<file path="src/rtl/sdram_dio_pkg.sv">
package sdram_dio_pkg;
  parameter int unsigned DQ_W = 16;

  typedef struct packed {
    logic            valid;
    logic            mask;
    logic [DQ_W-1:0] data;
  } rd_beat_t;
endpackage

</file>
<file path="src/rtl/sdram_dio_suspend.sv">
module sdram_dio_suspend (
  input  logic clk_i,
  input  logic rst_ni,
  input  logic cke_i,
  output logic clk_en_o
);
  logic cke_q;

  // one-clock entry/exit latency
  always_ff @(posedge clk_i or negedge rst_ni) begin
    if (!rst_ni) cke_q <= 1'b1;
    else         cke_q <= cke_i;
  end

  assign clk_en_o = cke_q;
endmodule

</file>
<file path="src/rtl/sdram_dio_rdpipe.sv">
module sdram_dio_rdpipe
  import sdram_dio_pkg::*;
#(
  parameter int unsigned LAT = 2
) (
  input  logic     clk_i,
  input  logic     rst_ni,
  input  logic     en_i,
  input  rd_beat_t beat_i,
  output rd_beat_t beat_o
);
  rd_beat_t stg [LAT];

  for (genvar i = 0; i < LAT; i++) begin : g_stg
    if (i == 0) begin : g_head
      always_ff @(posedge clk_i or negedge rst_ni) begin
        if (!rst_ni)   stg[i] <= '0;
        else if (en_i) stg[i] <= beat_i;
      end
    end else begin : g_body
      always_ff @(posedge clk_i or negedge rst_ni) begin
        if (!rst_ni)   stg[i] <= '0;
        else if (en_i) stg[i] <= stg[i-1];
      end
    end
  end

  assign beat_o = stg[LAT-1];
endmodule

</file>
<file path="src/rtl/sdram_dio_wrmask.sv">
module sdram_dio_wrmask (
  input  logic en_i,
  input  logic dqm_i,
  input  logic wr_valid_i,
  output logic wr_en_o
);
  // zero-latency mask: no register in this path
  always_comb wr_en_o = wr_valid_i & ~dqm_i & en_i;
endmodule

</file>
<file path="src/rtl/sdram_dio_ctrl.sv">
module sdram_dio_ctrl
  import sdram_dio_pkg::*;
#(
  parameter int unsigned RD_LAT = 2
) (
  input  logic            clk_i,
  input  logic            rst_ni,
  input  logic            cke_i,
  input  logic            dqm_i,
  input  logic            rd_valid_i,
  input  logic [DQ_W-1:0] rd_data_i,
  input  logic            wr_valid_i,
  output logic [DQ_W-1:0] rd_data_o,
  output logic            dq_oe_o,
  output logic            wr_en_o
);
  logic     clk_en;
  rd_beat_t beat_in, beat_out;

  sdram_dio_suspend u_susp (
    .clk_i    (clk_i),
    .rst_ni   (rst_ni),
    .cke_i    (cke_i),
    .clk_en_o (clk_en)
  );

  always_comb begin
    beat_in.valid = rd_valid_i;
    beat_in.mask  = dqm_i;
    beat_in.data  = rd_data_i;
  end

  sdram_dio_rdpipe #(.LAT(RD_LAT)) u_rd (
    .clk_i  (clk_i),
    .rst_ni (rst_ni),
    .en_i   (clk_en),
    .beat_i (beat_in),
    .beat_o (beat_out)
  );

  sdram_dio_wrmask u_wr (
    .en_i       (clk_en),
    .dqm_i      (dqm_i),
    .wr_valid_i (wr_valid_i),
    .wr_en_o    (wr_en_o)
  );

  assign rd_data_o = beat_out.data;
  assign dq_oe_o   = beat_out.valid & ~beat_out.mask;
endmodule

</file>
<file path="config.mk">
export PLATFORM = sky130hd
export DESIGN_NAME = sdram_dio_ctrl
export DESIGN_NICKNAME = d
export VERILOG_FILES = /design/src/rtl/sdram_dio_pkg.sv /design/src/rtl/sdram_dio_suspend.sv /design/src/rtl/sdram_dio_rdpipe.sv /design/src/rtl/sdram_dio_wrmask.sv /design/src/rtl/sdram_dio_ctrl.sv
export SDC_FILE = /design/constraint.sdc
export NUM_CORES = 1
export LEC_CHECK = 0
export BUFFER_PORTS_ARGS = -buffer_cell sky130_fd_sc_hd__clkbuf_2
export CAP_MARGIN = 10
export CORE_AREA = 2 2 53 65
export DETAILED_ROUTE_END_ITERATION = 6
export DIE_AREA = 0 0 55 67
export PLACE_DENSITY = 0.8
export SLEW_MARGIN = 20
export SYNTH_ARGS = -nofsm -noshare
export SYNTH_HDL_FRONTEND = slang
export SYNTH_SLANG_ARGS = --single-unit
</file>
<file path="constraint.sdc">
create_clock -name clk_i -period 3.2 [get_ports clk_i]
set_clock_uncertainty 0.1 [all_clocks]
set_input_delay 0.8 -clock clk_i [delete_from_list [all_inputs] [get_ports clk_i]]
set_output_delay 0.8 -clock clk_i [all_outputs]
set_load 0.02 [all_outputs]
</file>
==> impl_metrics.py <==
metrics = {
    "worst_setup_path": {
        "highest_fanout_seen_on_the_critical_path": 2,
        "worst_r2r_startpoint": "u_susp.clk_en_o$_DFF_PN1_",
        "worst_path_largest_cell_delay_ns": 0.20,
        "timing.critical_path.buf_inv": 2,
        "cell_repeated_most_along_the_worst_path": "sky130_fd_sc_hd__clkbuf_2",
        "regToRegSetupSlack_ns": 1.53,
        "reg2reg_to": "u_rd.stg[35]$_DFFE_PN0P_",
        "worst-endpoint-required_ns": 2.30,
        "cp_data_arrival_time_ns": 1.24,
        "worstSetupPathType": "input pin to primary output",
        "top_cell_family_by_delay_on_the_critical_path": "buffers and inverters",
        "timing.critical_path.cells": "clkbuf_2 -> and3b_1 -> clkbuf_2",
        "critical-path-slowest-cell": "sky130_fd_sc_hd__and3b_1",
        "start_kind": "input pin",
        "levels_on_crit_path": 3,
        "r2r.worst_path.cells": 2,
        "endpoint_kind": "primary output",
    },
    "power": {
        "internal_power_w": 0.0008741,
        "p_clk_frac": 0.341,
        "vdd_ir_drop_max_mv": 0.4053,
        "pwr-share-seq": 0.485,
        "net-switching-power_w": 0.0002760,
        "switching_share": 0.2400,
        "power_leakage_nw": 0.9298,
        "pwr-share-comb": 0.174,
        "power_density_nw_per_um2": 636.6,
    },
    "grt": {
        "global_route.overflow_total": 0,
        "number_of_antenna_violations_at_the_first_check_in_global_routing": 0,
        "gr-usage-all-layers": 0.1518,
        "vias_in_the_first_global_route": 784,
        "first_pass_grt_wire_length_mm": 3.774,
        "grt_start_max_net_pins": 38,
    },
    "logic_synthesis": {
        "seq_area_frac_synth": 0.5626,
        "synthCells": 95,
        "avg_cell_area_syn_um2": 17.35,
        "syn_nets": 117,
        "netlist_area_um2": 1648,
        "ys_types": 9,
        "synth_seq_cells": 37,
        "ys.warnings.count": 0,
    },
    "cells_and_area": {
        "mostFrequentLayoutCells": "sky130_fd_sc_hd__clkbuf_2, sky130_fd_sc_hd__dfrtp_1, sky130_fd_sc_hd__mux2_4",
        "design_area_um2": 1807,
        "layout_commonest_cell": "sky130_fd_sc_hd__clkbuf_2",
        "layout-drive-gt1-share": 0.6911,
        "finalNonFillerCells": 159,
        "regArea_um2": 927.1,
        "final_nets": 144,
        "flow.area_growth_from_synthesis_pct": 9.643,
        "multiInputGateArea_um2": 529.3,
        "fill_cells": 262,
        "n_antenna_cell": 0,
    },
    "sta": {
        "period_minus_slack_ns": 2.143,
        "timing_max_transition_violations_final": 0,
        "final.setup.tns_ns": 0,
        "worst-slew-pin-transition_ns": 0.8665,
        "rsz_0062_raised_after_global_routing": "false",
        "timing.fmax_mhz": 466.7,
        "hold_viol_final": 0,
        "relSlewSlack": 0.4223,
        "period_share": 0.6696,
        "setup_viol": 0,
    },
    "die": {
        "row_count": 22,
        "initial_core_util": 0.5442,
        "die_height_um": 67,
        "design.die.area_um2": 3685,
        "io_pins": 40,
        "die_width_um": 55,
        "core_um2": 3028,
    },
    "drt": {
        "route.final.wire_length_mm": 2.380,
        "dr_total_vias": 782,
        "route.detailed.wl_per_inst_um": 14.97,
        "final_antenna_net_count": 0,
        "drt_first_iter_violations": 16,
        "detail_route.vias_per_cell": 4.918,
        "detailedRoute.firstPassIterationCount": 3,
        "detail_route.drc_violations": 0,
    },
    "cts": {
        "clk_transition_reported_paths_ns": 0.10,
        "clock_tree.htree_level_count": 2,
        "clock_insertion_delay_worst_skew_ns": 0.33,
        "clkSinkCount": 37,
        "post_cts_resize_count": 0,
        "clock_root_buffer_master": "sky130_fd_sc_hd__clkbuf_4",
        "tritoncts_clock_tree": "done",
        "tritoncts.num_buffers": 5,
        "postCtsHoldBufs": 0,
        "max-clock-path-buffers": 2,
        "post_cts_repair_setup_buffers": 0,
    },
    "placement": {
        "portBuffers": 39,
        "dp_hpwl_mm": 1.657,
        "post-place-cells": 151,
        "placement_cell_area_um2": 1704,
        "place_congestion": 0.6233,
    },
    "hold_path": {
        "worst_hold_path.num_cells": 1,
        "endpoint_of_the_worst_hold_timing_path": "u_rd.beat_o[10]$_DFFE_PN0P_",
        "min-delay-path-class": "flop to flop",
        "hp-start": "u_rd.beat_o[10]$_DFFE_PN0P_",
    },
    "status": {
        "run_status": "finished, final reports clean",
    },
    "job": {
        "max_cap_violations": 0,
    },
}
-- state kept, by name, summed over array words and instances (netlist names) --
| register | count |
|---|---|
| u_rd.stg | 18 |
| u_rd.beat_o | 18 |
| u_susp.clk_en_o | 1 |
-- metrics by stage --
step	setup WS (ns)	hold slack (ns)	utilization	total power (W)
finish	1.057	0.4146	0.5967	0.001150
global route	1.042	0.4031	0.5967	0.001209
CTS	1.053	0.4154	0.5967	0.001167
detailed placement	1.053	0.3919	0.5628	0.0007706
global placement	1.065	0.3859	0.5628	0.0007581
floorplan	1.198	0.3739	-	0.0007485
-- cell usage after synthesis, drive strengths merged --
library cell | instances | area (um^2)
and3b | 1 | 8.760
buf | 20 | 191.4
dfrtp | 36 | 900.9
dfstp | 1 | 26.28
mux2 | 36 | 514.3
nor2b | 1 | 6.260
-- cells by family (layout without fill, tap and decap cells) --
logic type / count (synthesis) / in the layout / share of synthesized area
flip-flops: 37 / 37 / 0.5626
multiplexers: 36 / 36 / 0.3121
buffers and inverters: 20 / 48 / 0.1162
AND/OR/NAND/NOR: 2 / 2 / 0.009115
-- power by group through the flow --
| stage | Combinational [W] | Sequential [W] | Clock (W) |
|---|---|---|---|
| after global placement | 0.000196 | 0.000562 | 0 |
| after CTS | 0.000204 | 0.000559 | 0.000404 |
| after detailed placement | 0.000203 | 0.000568 | 0 |
| after global routing | 0.000215 | 0.000566 | 0.000428 |
| final | 0.000200 | 0.000558 | 0.000392 |
| after floorplan | 0.000193 | 0.000556 | 0 |
-- area by class of cell --
cell class / count / area share
sequential: 37 / 0.5132
tap: 36 / 0.02493
clock buffer: 5 / 0.02078
timing repair buffer: 40 / 0.1122
clock inverter: 3 / 0.03601
multi-input combinational: 38 / 0.2929
-- per-layer routing --
metal	vias up	global-route usage	wire length (um)	share of wire
li1	357	-	-	-
met1	396	0.1765	993	0.42
met2	24	0.2381	1203	0.51
met3	5	0.06726	138	0.058
met4	0	0.06402	44	0.018
met5	-	0	0	0
-- how the worst max path moves through the flow --
stage	start	endpoint	slack, ns
floorplan	dqm_i	wr_en_o	1.20
CTS	dqm_i	wr_en_o	1.05
global route	dqm_i	wr_en_o	1.04
detailed placement	dqm_i	wr_en_o	1.05
finish	dqm_i	wr_en_o	1.06
global placement	dqm_i	wr_en_o	1.07
(Power assumes the default switching activity.)
